<file path="src/rtl/deser_pkg.sv">
package deser_pkg;
    timeunit 1ns;
    timeprecision 1ps;

    localparam int              FRAME_BITS_DEF  = 7;
    localparam int              LANES_DEF       = 3;
    localparam int              LOCK_FRAMES_DEF = 2;
    localparam int              OCLK_HIGH_DEF   = 4;
    localparam logic [6:0]      FCLK_PAT_DEF    = 7'b1100011;

    typedef enum logic {
        TRK_HUNT   = 1'b0,
        TRK_LOCKED = 1'b1
    } trk_mode_e;
endpackage

</file>
<file path="src/rtl/deser_lane_shift.sv">
module deser_lane_shift #(
    parameter int FRAME_BITS = 7
) (
    input  logic                  clk,
    input  logic                  shdn_n,
    input  logic                  bit_in,
    output logic [FRAME_BITS-1:0] shift_q
);
    timeunit 1ns;
    timeprecision 1ps;

    typedef struct packed {
        logic [FRAME_BITS-1:0] sr;
    } lane_s;

    lane_s lane_d, lane_q;

    // Earliest bit drifts toward the top of the register.
    always_comb begin
        lane_d    = lane_q;
        lane_d.sr = {lane_q.sr[FRAME_BITS-2:0], bit_in};
    end

    always_ff @(posedge clk or negedge shdn_n) begin
        if (!shdn_n) lane_q <= '0;
        else         lane_q <= lane_d;
    end

    assign shift_q = lane_q.sr;
endmodule

</file>
<file path="src/rtl/deser_frame_tracker.sv">
module deser_frame_tracker
    import deser_pkg::*;
#(
    parameter int                    FRAME_BITS  = FRAME_BITS_DEF,
    parameter logic [FRAME_BITS-1:0] FCLK_PAT    = FCLK_PAT_DEF,
    parameter int                    LOCK_FRAMES = LOCK_FRAMES_DEF,
    localparam int                   PW          = $clog2(FRAME_BITS),
    localparam int                   MW          = $clog2(LOCK_FRAMES + 1)
) (
    input  logic          clk,
    input  logic          shdn_n,
    input  logic          fclk_in,
    output logic          frame_done,
    output logic          locked,
    output logic [PW-1:0] phase
);
    timeunit 1ns;
    timeprecision 1ps;

    localparam logic [PW-1:0] LAST_PH = PW'(FRAME_BITS - 1);

    typedef struct packed {
        logic [FRAME_BITS-1:0] hist;
        logic [PW-1:0]         phase;
        logic [MW-1:0]         match;
        trk_mode_e             mode;
        logic                  done;
    } trk_s;

    trk_s trk_d, trk_q;
    logic pat_hit;
    logic at_slot;

    always_comb begin
        trk_d      = trk_q;
        trk_d.hist = {trk_q.hist[FRAME_BITS-2:0], fclk_in};
        pat_hit    = (trk_d.hist == FCLK_PAT);
        at_slot    = (trk_q.phase == LAST_PH);
        trk_d.phase = at_slot ? '0 : trk_q.phase + PW'(1);
        trk_d.done  = 1'b0;

        if (trk_q.mode == TRK_HUNT) begin
            if (pat_hit) begin
                // Re-anchor the frame counter on every candidate boundary.
                trk_d.phase = '0;
                trk_d.match = (at_slot && trk_q.match != '0) ?
                              trk_q.match + MW'(1) : MW'(1);
                if (trk_d.match == MW'(LOCK_FRAMES)) begin
                    trk_d.mode = TRK_LOCKED;
                end
            end else if (at_slot) begin
                trk_d.match = '0;
            end
        end else begin
            if (at_slot) begin
                if (pat_hit) begin
                    trk_d.done = 1'b1;
                end else begin
                    trk_d.mode  = TRK_HUNT;
                    trk_d.match = '0;
                end
            end
        end
    end

    always_ff @(posedge clk or negedge shdn_n) begin
        if (!shdn_n) trk_q <= '0;
        else         trk_q <= trk_d;
    end

    assign frame_done = trk_q.done;
    assign locked     = (trk_q.mode == TRK_LOCKED);
    assign phase      = trk_q.phase;
endmodule

</file>
<file path="src/rtl/tri_lane_deser.sv">
module tri_lane_deser
    import deser_pkg::*;
#(
    parameter int                    LANES       = LANES_DEF,
    parameter int                    FRAME_BITS  = FRAME_BITS_DEF,
    parameter logic [FRAME_BITS-1:0] FCLK_PAT    = FCLK_PAT_DEF,
    parameter int                    LOCK_FRAMES = LOCK_FRAMES_DEF,
    parameter int                    OCLK_HIGH   = OCLK_HIGH_DEF,
    localparam int                   WORD_W      = LANES * FRAME_BITS,
    localparam int                   PW          = $clog2(FRAME_BITS)
) (
    input  logic              clk,
    input  logic              shdn_n,
    input  logic [LANES-1:0]  lane_in,
    input  logic              fclk_in,
    output logic [WORD_W-1:0] word_out,
    output logic              word_valid,
    output logic              oclk_out,
    output logic              locked
);
    timeunit 1ns;
    timeprecision 1ps;

    logic [WORD_W-1:0] lanes_flat;
    logic              frame_done;
    logic [PW-1:0]     phase;

    generate
        for (genvar l = 0; l < LANES; l++) begin : g_lane
            deser_lane_shift #(
                .FRAME_BITS(FRAME_BITS)
            ) u_shift (
                .clk     (clk),
                .shdn_n  (shdn_n),
                .bit_in  (lane_in[l]),
                .shift_q (lanes_flat[l*FRAME_BITS +: FRAME_BITS])
            );
        end
    endgenerate

    deser_frame_tracker #(
        .FRAME_BITS  (FRAME_BITS),
        .FCLK_PAT    (FCLK_PAT),
        .LOCK_FRAMES (LOCK_FRAMES)
    ) u_track (
        .clk        (clk),
        .shdn_n     (shdn_n),
        .fclk_in    (fclk_in),
        .frame_done (frame_done),
        .locked     (locked),
        .phase      (phase)
    );

    typedef struct packed {
        logic [WORD_W-1:0] word;
        logic              valid;
        logic              oclk;
    } out_s;

    out_s out_d, out_q;

    // Capture one cycle after the boundary, straight from the lane registers.
    always_comb begin
        out_d       = out_q;
        out_d.valid = frame_done;
        if (frame_done) begin
            out_d.word = lanes_flat;
        end
        out_d.oclk = locked && (phase >= PW'(1)) && (phase <= PW'(OCLK_HIGH));
    end

    always_ff @(posedge clk or negedge shdn_n) begin
        if (!shdn_n) out_q <= '0;
        else         out_q <= out_d;
    end

    assign word_out   = out_q.word;
    assign word_valid = out_q.valid;
    assign oclk_out   = out_q.oclk;
endmodule

</file>
<file path="config.mk">
export PLATFORM = sky130hd
export DESIGN_NAME = tri_lane_deser
export DESIGN_NICKNAME = d
export VERILOG_FILES = /design/src/rtl/deser_pkg.sv /design/src/rtl/deser_lane_shift.sv /design/src/rtl/deser_frame_tracker.sv /design/src/rtl/tri_lane_deser.sv
export SDC_FILE = /design/constraint.sdc
export NUM_CORES = 1
export LEC_CHECK = 0
export ABC_AREA = 1
export BUFFER_PORTS_ARGS = -buffer_cell sky130_fd_sc_hd__buf_2
export CORE_MARGIN = 2
export CORE_UTILIZATION = 58
export DETAILED_ROUTE_END_ITERATION = 12
export GPL_TIMING_DRIVEN = 0
export PLACE_DENSITY = 0.86
export SKIP_CTS_REPAIR_TIMING = 1
export SLEW_MARGIN = 20
export SYNTH_ARGS = -nofsm -noshare
export SYNTH_HDL_FRONTEND = slang
export SYNTH_SLANG_ARGS = --single-unit
</file>
<file path="constraint.sdc">
create_clock -name clk -period 3 [get_ports clk]
set_input_delay 0.15 -clock clk [delete_from_list [all_inputs] [get_ports clk]]
set_output_delay 0.15 -clock clk [all_outputs]
set_load 0.01 [all_outputs]
</file>
======== Yosys cells after proc, flatten, opt, wreduce, memory -nomap -nowiden ========
Cells that the tools add are included.
cells by class
  $mul .................................... 0
  shift operators ......................... 0
  reductions and logical operators ........ 6
  muxes and demuxes ....................... 13
  divide/modulo/power cells ............... 0
  $add $sub $neg .......................... 2
  bitwise gates (word level) .............. 0
  eq/ne operators ......................... 5
  magnitude comparators ................... 2
operators by type and width
  kind                   number
  $mux W3                5
  $eq A7 B7 Y1 const B   1
  $mux W2                3
  $mux W1                4
  $mux W4                1
  $ne A2 B2 Y1 const B   2
  $reduce_bool A2 Y1     2
  $add A3 B1 Y3 const B  1
  $eq A3 B3 Y1 const B   1
  $ge A3 B1 Y1 const B   1
  $le A3 B3 Y1 const B   1
  $logic_and A1 B1 Y1    3
  $reduce_and A3 Y1      1
  $add A2 B1 Y2 const B  1
  $eq A2 B2 Y1 const B   1
word-level totals
  memories ................................ 0
  bits in read-only memories .............. 0
  output and inout port bits .............. 24
  bits in latches ......................... 0
  memory bits (writable) .................. 0
  logic and storage cells ................. 39
  input bits .............................. 6
  bits in registers ....................... 57

======== Logic depth before layout (Yosys ltp) ========
Gate-level depths: netlist (run 1).
  depth in word-level cells ............... 7
  mapped depth ............................ 7
  gate-level depth less buffers ........... 7

======== Modules after synthesis ========
Synthesis (run 1) repeated with hierarchy kept, for this count alone.
second synthesis, totals
  cell total of the unflattened synthesis .. 180
  area total of the unflattened synthesis .. 1,983.2 um^2
by module, submodules not included
  module               cells each  seq. area each (um^2)  area an instance (um^2)  times used
  tri_lane_deser       96          575.6                  880.8                    1
  deser_frame_tracker  63          325.3                  576.8                    1
  deser_lane_shift     7           175.2                  175.2                    3

======== Worst setup path after synthesis (run 1) ========
OpenSTA, ideal clock, no wires.
  kind .................................... register to register
  start ................................... register u_track.trk_q[2] (netlist bit)
  end ..................................... register u_track.trk_q (netlist bit u_track.locked)
  data required time ...................... 2,883 ps
  library setup time ...................... 117 ps
  cell stages (with the launch flop) ...... 7
  period minus slack after synthesis ...... 992 ps
  path buffers ............................ 0
  arrival time ............................ 874 ps
  setup slack ............................. 2,008 ps
  cell sequence ........................... dfrtp_1 > inv_1 > ha_1 > inv_1 > nor2_2 > nand3_1 > nand2_1
RTL lines
  element                 line                       RTL
  from (decl)             deser_frame_tracker.sv:30  trk_s trk_d, trk_q;
  from (signal assigned)  deser_frame_tracker.sv:68  else trk_q <= trk_d;

======== Final worst setup path (run 1) ========
  start ................................... register u_track.trk_q (netlist bit u_track.locked)
  end ..................................... output port locked
RTL lines
  element    line                  RTL
  to (decl)  tri_lane_deser.sv:19  output logic locked
No word-level cell between the ends.

==> results.yml, run 1 <==
outcome:
  status: "finished, final reports clean"
power:
  vdd_drop_max_uv: 401
  total_power_mw: 1.43
  p_leak_nw: 1.23
  internal_power_mw: 1.07
  powerDensity_mw_per_mm2: 611
  power.switching_uw: 359
  clock_power_share_pct: 31.9
  p_sw_share_pct: 25.2
  pwr-share-seq_pct: 59.8
  power_frac_comb_pct: 8.3
worst_setup_path:
  crit_end: "locked"
  path_class: "reg -> out"
  cpMaxStageDelayCell: "dfrtp_1"
  reg2reg_to: "u_track.trk_q[3]"
  r2r_slack_ns: 1.86
  critical_path_buf_inv_count: 1
  crit_arrival_ns: 1.09
  cp_cell_sequence: "buf_2"
  crit_path_start: "u_track.locked"
  r2r-start: "u_track.trk_q[2]"
  r2r_cells: 7
  cp_top_family: "flip-flops"
  cp.depth: 1
  slowest_delay_ns: 0.53
  cp.required_ns: 2.85
  end_kind: "primary output"
  start_kind: "flip-flop"
  cp_max_fo: 6
min_path:
  min_path_type: "in -> async"
clock_network:
  clkTransAtPathRegs_ns: 0.08
  cts.sinks: 57
  cts_buffers: 9
  cts.path.max_buffers: 2
  insertion_delay_ns: 0.37
  cts_tree: "yes"
  cts_max_level: 3
  cts-root-buf: "clkbuf_4"
cells_and_area:
  n_fill_cell: 220
  nNetsFinal: 182
  areaGrowthSynthToFinish_pct: 22.1
  drive_gt1_share_pct: 41.1
  regArea_sq_mm: 0.00143
  antenna_cells: 0
  multi_input_area_sq_um: 439
synthesis:
  synthTopCellsByCount: "dfrtp_1, mux2_2, nand2_1, inv_1, nor2_1"
  syn-cell-area_sq_mm: 0.00191
  synthCells: 128
  yosys_warnings: 0
  synth-main-ff-cell: "dfrtp_1"
  synth_nets: 135
  syn_avg_cell_area_sq_um: 15.0
  synth_top_area_cell: "dfrtp_1"
  synth_edf_count: 0
  yosysSeqAreaShare_pct: 74.5
  yosysTopAreaCellShare_pct: 74.5
  yosys_register_bits: 57
  async_reset_ff_share_pct: 100
  synth_area_leaders: "dfrtp_1, mux2_2, nand2_1"
  synth.most_common_cell: "dfrtp_1"
  yosysUniqueCellTypes: 15
global_route:
  overflow: 0
  grt_max_degree: 24
  use_met2_pct: 35.1
  antenna_found_initial: 0
  grt_pass1_vias: 1187
  grt.met1_usage_pct: 20.7
  gr-usage-all-layers_pct: 20.3
  globalRouteMet3Util_pct: 8.19
  top_usage_layer: "met2"
  grt_pass1_wl_um: 5170
routing:
  dr.pass1.iters: 4
  via_count: 1130
  wl_per_cell_um: 14.4
  route.detailed.drc: 0
  totalWireLength_um: 3230
  ant_nets: 0
  vias_per_cell: 5.04
  drt_iter0_drc: 37
timing:
  whs_ns: 0.243
  relSlewSlack_pct: 75.1
  fmax_mhz: 806
  tightest_slew_ns: 0.373
  hold_violations: 0
  min_period_ns: 1.24
  final.setup.tns_ns: 0
  min_period_over_period_pct: 41.4
  finClkSkew_ns: 0.00538
  report.final.slew_viol_count: 0
  setup_violations: 0
  rsz0062_at_grt: "false"
placement:
  globalplace.congestion: 0.755
  dp_hpwl_um: 2280
  io_buffers: 29
die:
  row_count: 20
  boundaryPins: 30
  core_area_sq_mm: 0.00310
  die_w_um: 61.5
  initial_core_util_pct: 61.7
  die_area_sq_mm: 0.00378
  die_h_um: 61.5
run:
  cap_violations: 0
-- power groups by stage --
stage / clock network (mW) / logic [mW] / registers [mW]
5_1_grt: 0.515 / 0.134 / 0.858
6_report: 0.455 / 0.119 / 0.854
3_3_place_gp: 0 / 0.0908 / 0.861
2_1_floorplan: 0 / 0.0686 / 0.857
3_5_place_dp: 0 / 0.113 / 0.868
4_1_cts: 0.475 / 0.114 / 0.852
-- through the flow --
stage / utilization, % / std cells / setup WS, ns / area [sq um]
floorplan: - / 128 / 2.01 / 1910
global placement: 68.1 / 201 / 1.86 / 2110
detailed placement: 69.9 / 203 / 1.90 / 2170
CTS: 73.7 / 219 / 1.73 / 2290
global route: 75.3 / 224 / 1.71 / 2340
finish: 75.3 / 224 / 1.76 / 2340
-- cell families (layout without fill, tap and decap cells) --
family / after synthesis / after routing / synth area share, %
compound gates: 3 / 3 / 0.784
flops: 57 / 57 / 74.5
mux: 21 / 21 / 12.4
fa+ha+maj: 1 / 1 / 0.653
buf+inv: 11 / 63 / 2.55
simple gates: 35 / 35 / 9.15
-- flip-flops by register name, summed over array words and instances, names as in the netlist --
signal,cells
word_out,21
u_track.trk_d,6
u_track.locked,1
u_track.frame_done,1
word_valid,1
u_track.phase,3
g_lane.u_shift.shift_q,21
oclk_out,1
u_track.trk_q,2
-- cells in the final DEF, fill, tap and decap left out --
| cell | Yosys | routed |
|---|---|---|
| dfrtp_1 | 57 | 57 |
| buf_2 | 0 | 29 |
| mux2_2 | 21 | 21 |
| nand2_1 | 16 | 16 |
| inv_1 | 9 | 9 |
| clkbuf_4 | 0 | 9 |
| nor2_1 | 7 | 7 |
| nand3_1 | 6 | 6 |
| dlygate4sd3_1 | 0 | 5 |
| clkinv_2 | 0 | 3 |
| nand2_2 | 2 | 2 |
| a21oi_1 | 2 | 2 |
| buf_4 | 2 | 2 |
| clkbuf_8 | 0 | 2 |
| clkbuf_1 | 0 | 2 |
| buf_16 | 0 | 2 |
| nor3_4 | 1 | 1 |
| nor2_4 | 1 | 1 |
| nor2_2 | 1 | 1 |
| nor3b_2 | 1 | 1 |
| o21ai_0 | 1 | 1 |
| ha_1 | 1 | 1 |
-- layout make-up --
cell class | instances | area share [%]
Tap cell | 44 | 2.36
Inverter | 9 | 1.45
Clock inverter | 3 | 0.642
Clock buffer | 13 | 4.39
Buffer | 2 | 0.642
Multi-Input combinational cell | 60 | 18.8
Timing Repair Buffer | 36 | 10.7
Sequential cell | 57 | 61.0
-- worst min path at each step --
stage                                              end  slack (ns)  depth (start not counted)
after floorplan           g_lane[0].u_shift.shift_q[0]       -0.15                          0
after global placement    g_lane[0].u_shift.shift_q[0]        0.26                          1
after detailed placement  g_lane[0].u_shift.shift_q[6]        0.08                          1
after CTS                                  word_out[7]       -0.34                          1
after global routing      g_lane[1].u_shift.shift_q[0]        0.25                          2
final                     g_lane[0].u_shift.shift_q[6]        0.24                          2
-- per-layer routing --
layer,share of wire [%],vias up
met2,54,36
li1,-,511
met5,0,-
met1,39,577
met3,5.0,6
met4,2.2,0
Note: power is estimated with default switching activity, not from simulation.
==> inputs of run 2 (changes only) <==
- CORE_UTILIZATION: 58 -> 49
- PLACE_DENSITY: 0.86 -> 0.78
- clock period: 3 -> 1 ns (I/O delays scaled with it)
==> results.yml, run 2 (synthesis gave the netlist of run 1 again) <==
worst_setup_path:
  crit_arrival_ns: 1.26
  cp.required_ns: 1.21
  end_kind: "flip-flop"
  cp_max_fo: 3
  r2r_slack_ns: -0.05
  start_kind: "flip-flop"
  path_class: "reg -> reg"
global_route:
  gr-usage-all-layers_pct: 15.4
  grt_pass1_vias: 1075
  grt_pass1_wl_um: 4840
  antenna_found_initial: 0
  overflow: 0
  grt_max_degree: 58
routing:
  via_count: 1092
  dr.pass1.iters: 4
  ant_nets: 0
  vias_per_cell: 4.75
  route.detailed.drc: 0
  drt_iter0_drc: 52
  totalWireLength_um: 3100
  wl_per_cell_um: 13.5
placement:
  dpl_cell_area_sq_mm: 0.00212
  globalplace.congestion: 0.687
  dp.cells: 205
  dp_hpwl_um: 1940
  io_buffers: 29
timing:
  finClkSkew_ns: 0.00517
  fmax_mhz: 951
  report.final.slew_viol_count: 0
  setup_violations: 27
  hold_violations: 0
  rsz0062_at_grt: "true"
  tightest_slew_ns: 0.683
  whs_ns: 0.315
  min_period_over_period_pct: 105
  min_period_ns: 1.05
  relSlewSlack_pct: 54.5
  finalWorstSetupSlack_ns: -0.0513
cells_and_area:
  finalInstanceArea_sq_mm: 0.00254
  n_fill_cell: 252
  areaGrowthSynthToFinish_pct: 32.5
  layout_commonest_cell: "dfrtp_1"
  regArea_sq_mm: 0.00143
  nNetsFinal: 184
  stdcell_count: 230
  multi_input_area_sq_um: 549
  drive_gt1_share_pct: 47.8
  final_cell_mix: "dfrtp_1, buf_2, mux2_4"
  antenna_cells: 0
die:
  row_count: 22
  die_area_sq_mm: 0.00442
  initial_core_util_pct: 51.5
  core_area_sq_mm: 0.00372
  die_w_um: 66.5
  die_h_um: 66.5
  boundaryPins: 30
clock_network:
  insertion_delay_ns: 0.32
  cts.path.max_buffers: 2
  cts_buffers: 9
  cts_tree: "yes"
  cts.sinks: 57
  clkTransAtPathRegs_ns: 0.06
  cts-root-buf: "clkbuf_8"
  cts_max_level: 3
min_path:
  min_path_type: "in -> async"
power:
  powerDensity_mw_per_mm2: 2010
  vdd_drop_max_uv: 1450
  p_leak_nw: 1.29
run:
  cap_violations: 0
outcome:
  status: "complete, but fails checks"
  violations: "negative setup slack"
run 2: critical path: stages, from the launching register on:
cell and delay, ns:
dfrtp_1 0.40, nor3b_2 0.25, nand3_2 0.13, nand2_2 0.11
nor2_1 0.05
run 2: path summary, 6_finish.rpt:
path,depth (start not counted),start,to
setup reg to reg,4,u_track.trk_d[11],u_track.phase[0]
max in group asynchronous,2,shdn_n,u_track.frame_done
hold reg to reg,0,g_lane[2].u_shift.shift_q[0],g_lane[2].u_shift.shift_q[1]
hold / removal,2,shdn_n,word_out[6]
min in group clk,2,lane_in[0],g_lane[0].u_shift.shift_q[0]
setup / recovery,4,u_track.trk_d[11],u_track.phase[0]
run 2: report_power, final:
part,switching (mW),internal (mW)
Clock,0.801,1.35
Sequential,0.125,2.44
Combinational,0.228,0.147
run 2: per-layer routing:
metal / track usage, % / wire [um]
met5: 0 / 0
met4: 8.42 / 27
met3: 6.59 / 143
met2: 21.8 / 1450
met1: 20.0 / 1480
run 2: cell type report:
class	instances	area share [%]
buffer	2	0.888
inverter	9	1.33
sequential	57	56.3
clock buffer	14	6.80
timing repair buffer	38	9.27
tap	48	2.37
clock inverter	2	1.38
multi-input combinational	60	21.6
run 2: per-stage QoR:
stage / utilization [%] / setup TNS [ns] / total power, mW / worst slack (ns)
after global placement: 57.0 / -4.08 / 2.86 / -0.0562
after detailed placement: 57.1 / -1.78 / 2.90 / -0.0816
final: 68.3 / -0.570 / 5.10 / -0.0513
after global routing: 68.3 / -1.45 / 5.38 / -0.141
after CTS: 62.7 / -2.08 / 5.09 / -0.0964
after floorplan: - / 0 / 2.78 / 0.00831
==> inputs of run 3 (changes only) <==
- CTS_BUF_LIST: unset -> sky130_fd_sc_hd__clkbuf_16
==> results.yml, run 3 (synthesis gave the netlist of run 1 again) <==
cells_and_area:
  stdcell_count: 230
  nNetsFinal: 184
  antenna_cells: 0
  layout_commonest_cell: "dfrtp_1"
  finalInstanceArea_sq_mm: 0.00261
  drive_gt1_share_pct: 45.6
  final_cell_mix: "dfrtp_1, buf_2, mux2_4"
  areaGrowthSynthToFinish_pct: 36.1
routing:
  via_count: 1114
  dr.pass1.iters: 6
  drt_iter0_drc: 68
  ant_nets: 0
  totalWireLength_um: 3490
  vias_per_cell: 4.84
  wl_per_cell_um: 15.2
  route.detailed.drc: 0
placement:
  dp.cells: 205
  globalplace.congestion: 0.687
  dpl_cell_area_sq_mm: 0.00212
  dp_hpwl_um: 1940
  io_buffers: 29
timing:
  hold_violations: 0
  finalWorstSetupSlack_ns: -0.0551
  final.setup.tns_ns: -0.634
  min_period_over_period_pct: 106
  setup_violations: 28
  min_period_ns: 1.06
  relSlewSlack_pct: 54.8
  fmax_mhz: 948
  rsz0062_at_grt: "true"
  finClkSkew_ns: 0.00344
  tightest_slew_ns: 0.678
  report.final.slew_viol_count: 0
worst_setup_path:
  crit_arrival_ns: 1.31
  cp.required_ns: 1.25
  slowest_delay_ns: 0.37
  cp_top_family: "flip-flops"
  cpMaxStageDelayCell: "dfrtp_1"
  start_kind: "flip-flop"
  path_class: "reg -> reg"
  critical_path_buf_inv_count: 2
  crit_path_start: "u_track.trk_q[3]"
  cp_cell_sequence: "inv_1 > ha_4 > inv_2 > nand2_2 > nor2_2 > nand3_1 > nand2_1"
  end_kind: "flip-flop"
  cp_max_fo: 2
  r2r-start: "u_track.trk_q[3]"
global_route:
  grt_max_degree: 58
  antenna_found_initial: 0
  grt_pass1_wl_um: 5310
  overflow: 0
  grt_pass1_vias: 1138
  gr-usage-all-layers_pct: 17.2
clock_network:
  cts_buffers: 9
  cts_tree: "yes"
  cts_max_level: 3
  cts-root-buf: "clkbuf_16"
  cts.path.max_buffers: 2
  insertion_delay_ns: 0.31
  clkTransAtPathRegs_ns: 0.05
  cts.sinks: 57
die:
  boundaryPins: 30
  die_h_um: 66.5
  row_count: 22
  core_area_sq_mm: 0.00372
  die_w_um: 66.5
  initial_core_util_pct: 51.5
  die_area_sq_mm: 0.00442
outcome:
  status: "complete, but fails checks"
  violations: "negative setup slack"
run:
  cap_violations: 0
power:
  vdd_drop_max_uv: 1370
  p_leak_nw: 1.32
  powerDensity_mw_per_mm2: 2200
min_path:
  min_from: "fclk_in"
  min_path_type: "in -> reg"
run 3: metal layers:
metal | share of wire [%] | vias up | GRT usage (%)
met5 | 0 | - | 0
met4 | 0.43 | 0 | 6.89
met3 | 4.5 | 2 | 8.61
met2 | 51 | 34 | 26.6
met1 | 44 | 565 | 20.6
li1 | - | 513 | -
run 3: cell type report:
type	instances	area, sq um
clock inverters	7	53.8
inverters	9	33.8
repair buffers	38	235
well taps	48	60.1
flip-flops and latches	57	1430
multi-input cells	60	547
fillers	248	1110
plain buffers	2	22.5
clock buffers	9	225
run 3: worst reg2reg max path, cell delays in order (launching register included):
cell,delay (ns)
dfrtp_1,0.37
inv_1,0.08
ha_4,0.16
inv_2,0.06
nand2_2,0.05
nor2_2,0.12
nand3_1,0.08
nand2_1,0.07
run 3: path summary, 6_finish.rpt:
| path | endpoint | slack (ns) | cells after the start |
|---|---|---|---|
| setup reg to reg | u_track.locked | -0.06 | 7 |
| hold / removal | u_track.frame_done | 0.14 | 5 |
| setup / recovery | u_track.locked | -0.06 | 7 |
| max in group asynchronous | u_track.frame_done | 0.18 | 2 |
| hold reg to reg | g_lane[2].u_shift.shift_q[1] | 0.37 | 0 |
| min in group asynchronous | g_lane[0].u_shift.shift_q[6] | 0.34 | 2 |
run 3: report_power, final:
group	switching (mW)	leakage [nW]	total (mW)	internal, mW
registers	0.127	0.725	2.57	2.45
logic	0.218	0.455	0.358	0.139
clock network	0.922	0.144	2.79	1.87
run 3: stage by stage:
stage | hold WS [ns] | total power [mW] | util (%) | setup WS (ns)
after detailed placement | 0.135 | 2.90 | 57.1 | -0.0816
after global placement | 0.159 | 2.86 | 57.0 | -0.0562
after global routing | 0.169 | 6.01 | 70.1 | -0.130
after floorplan | -0.246 | 2.78 | - | 0.00831
final | 0.144 | 5.72 | 70.1 | -0.0551
after CTS | -0.204 | 5.70 | 64.6 | -0.0965
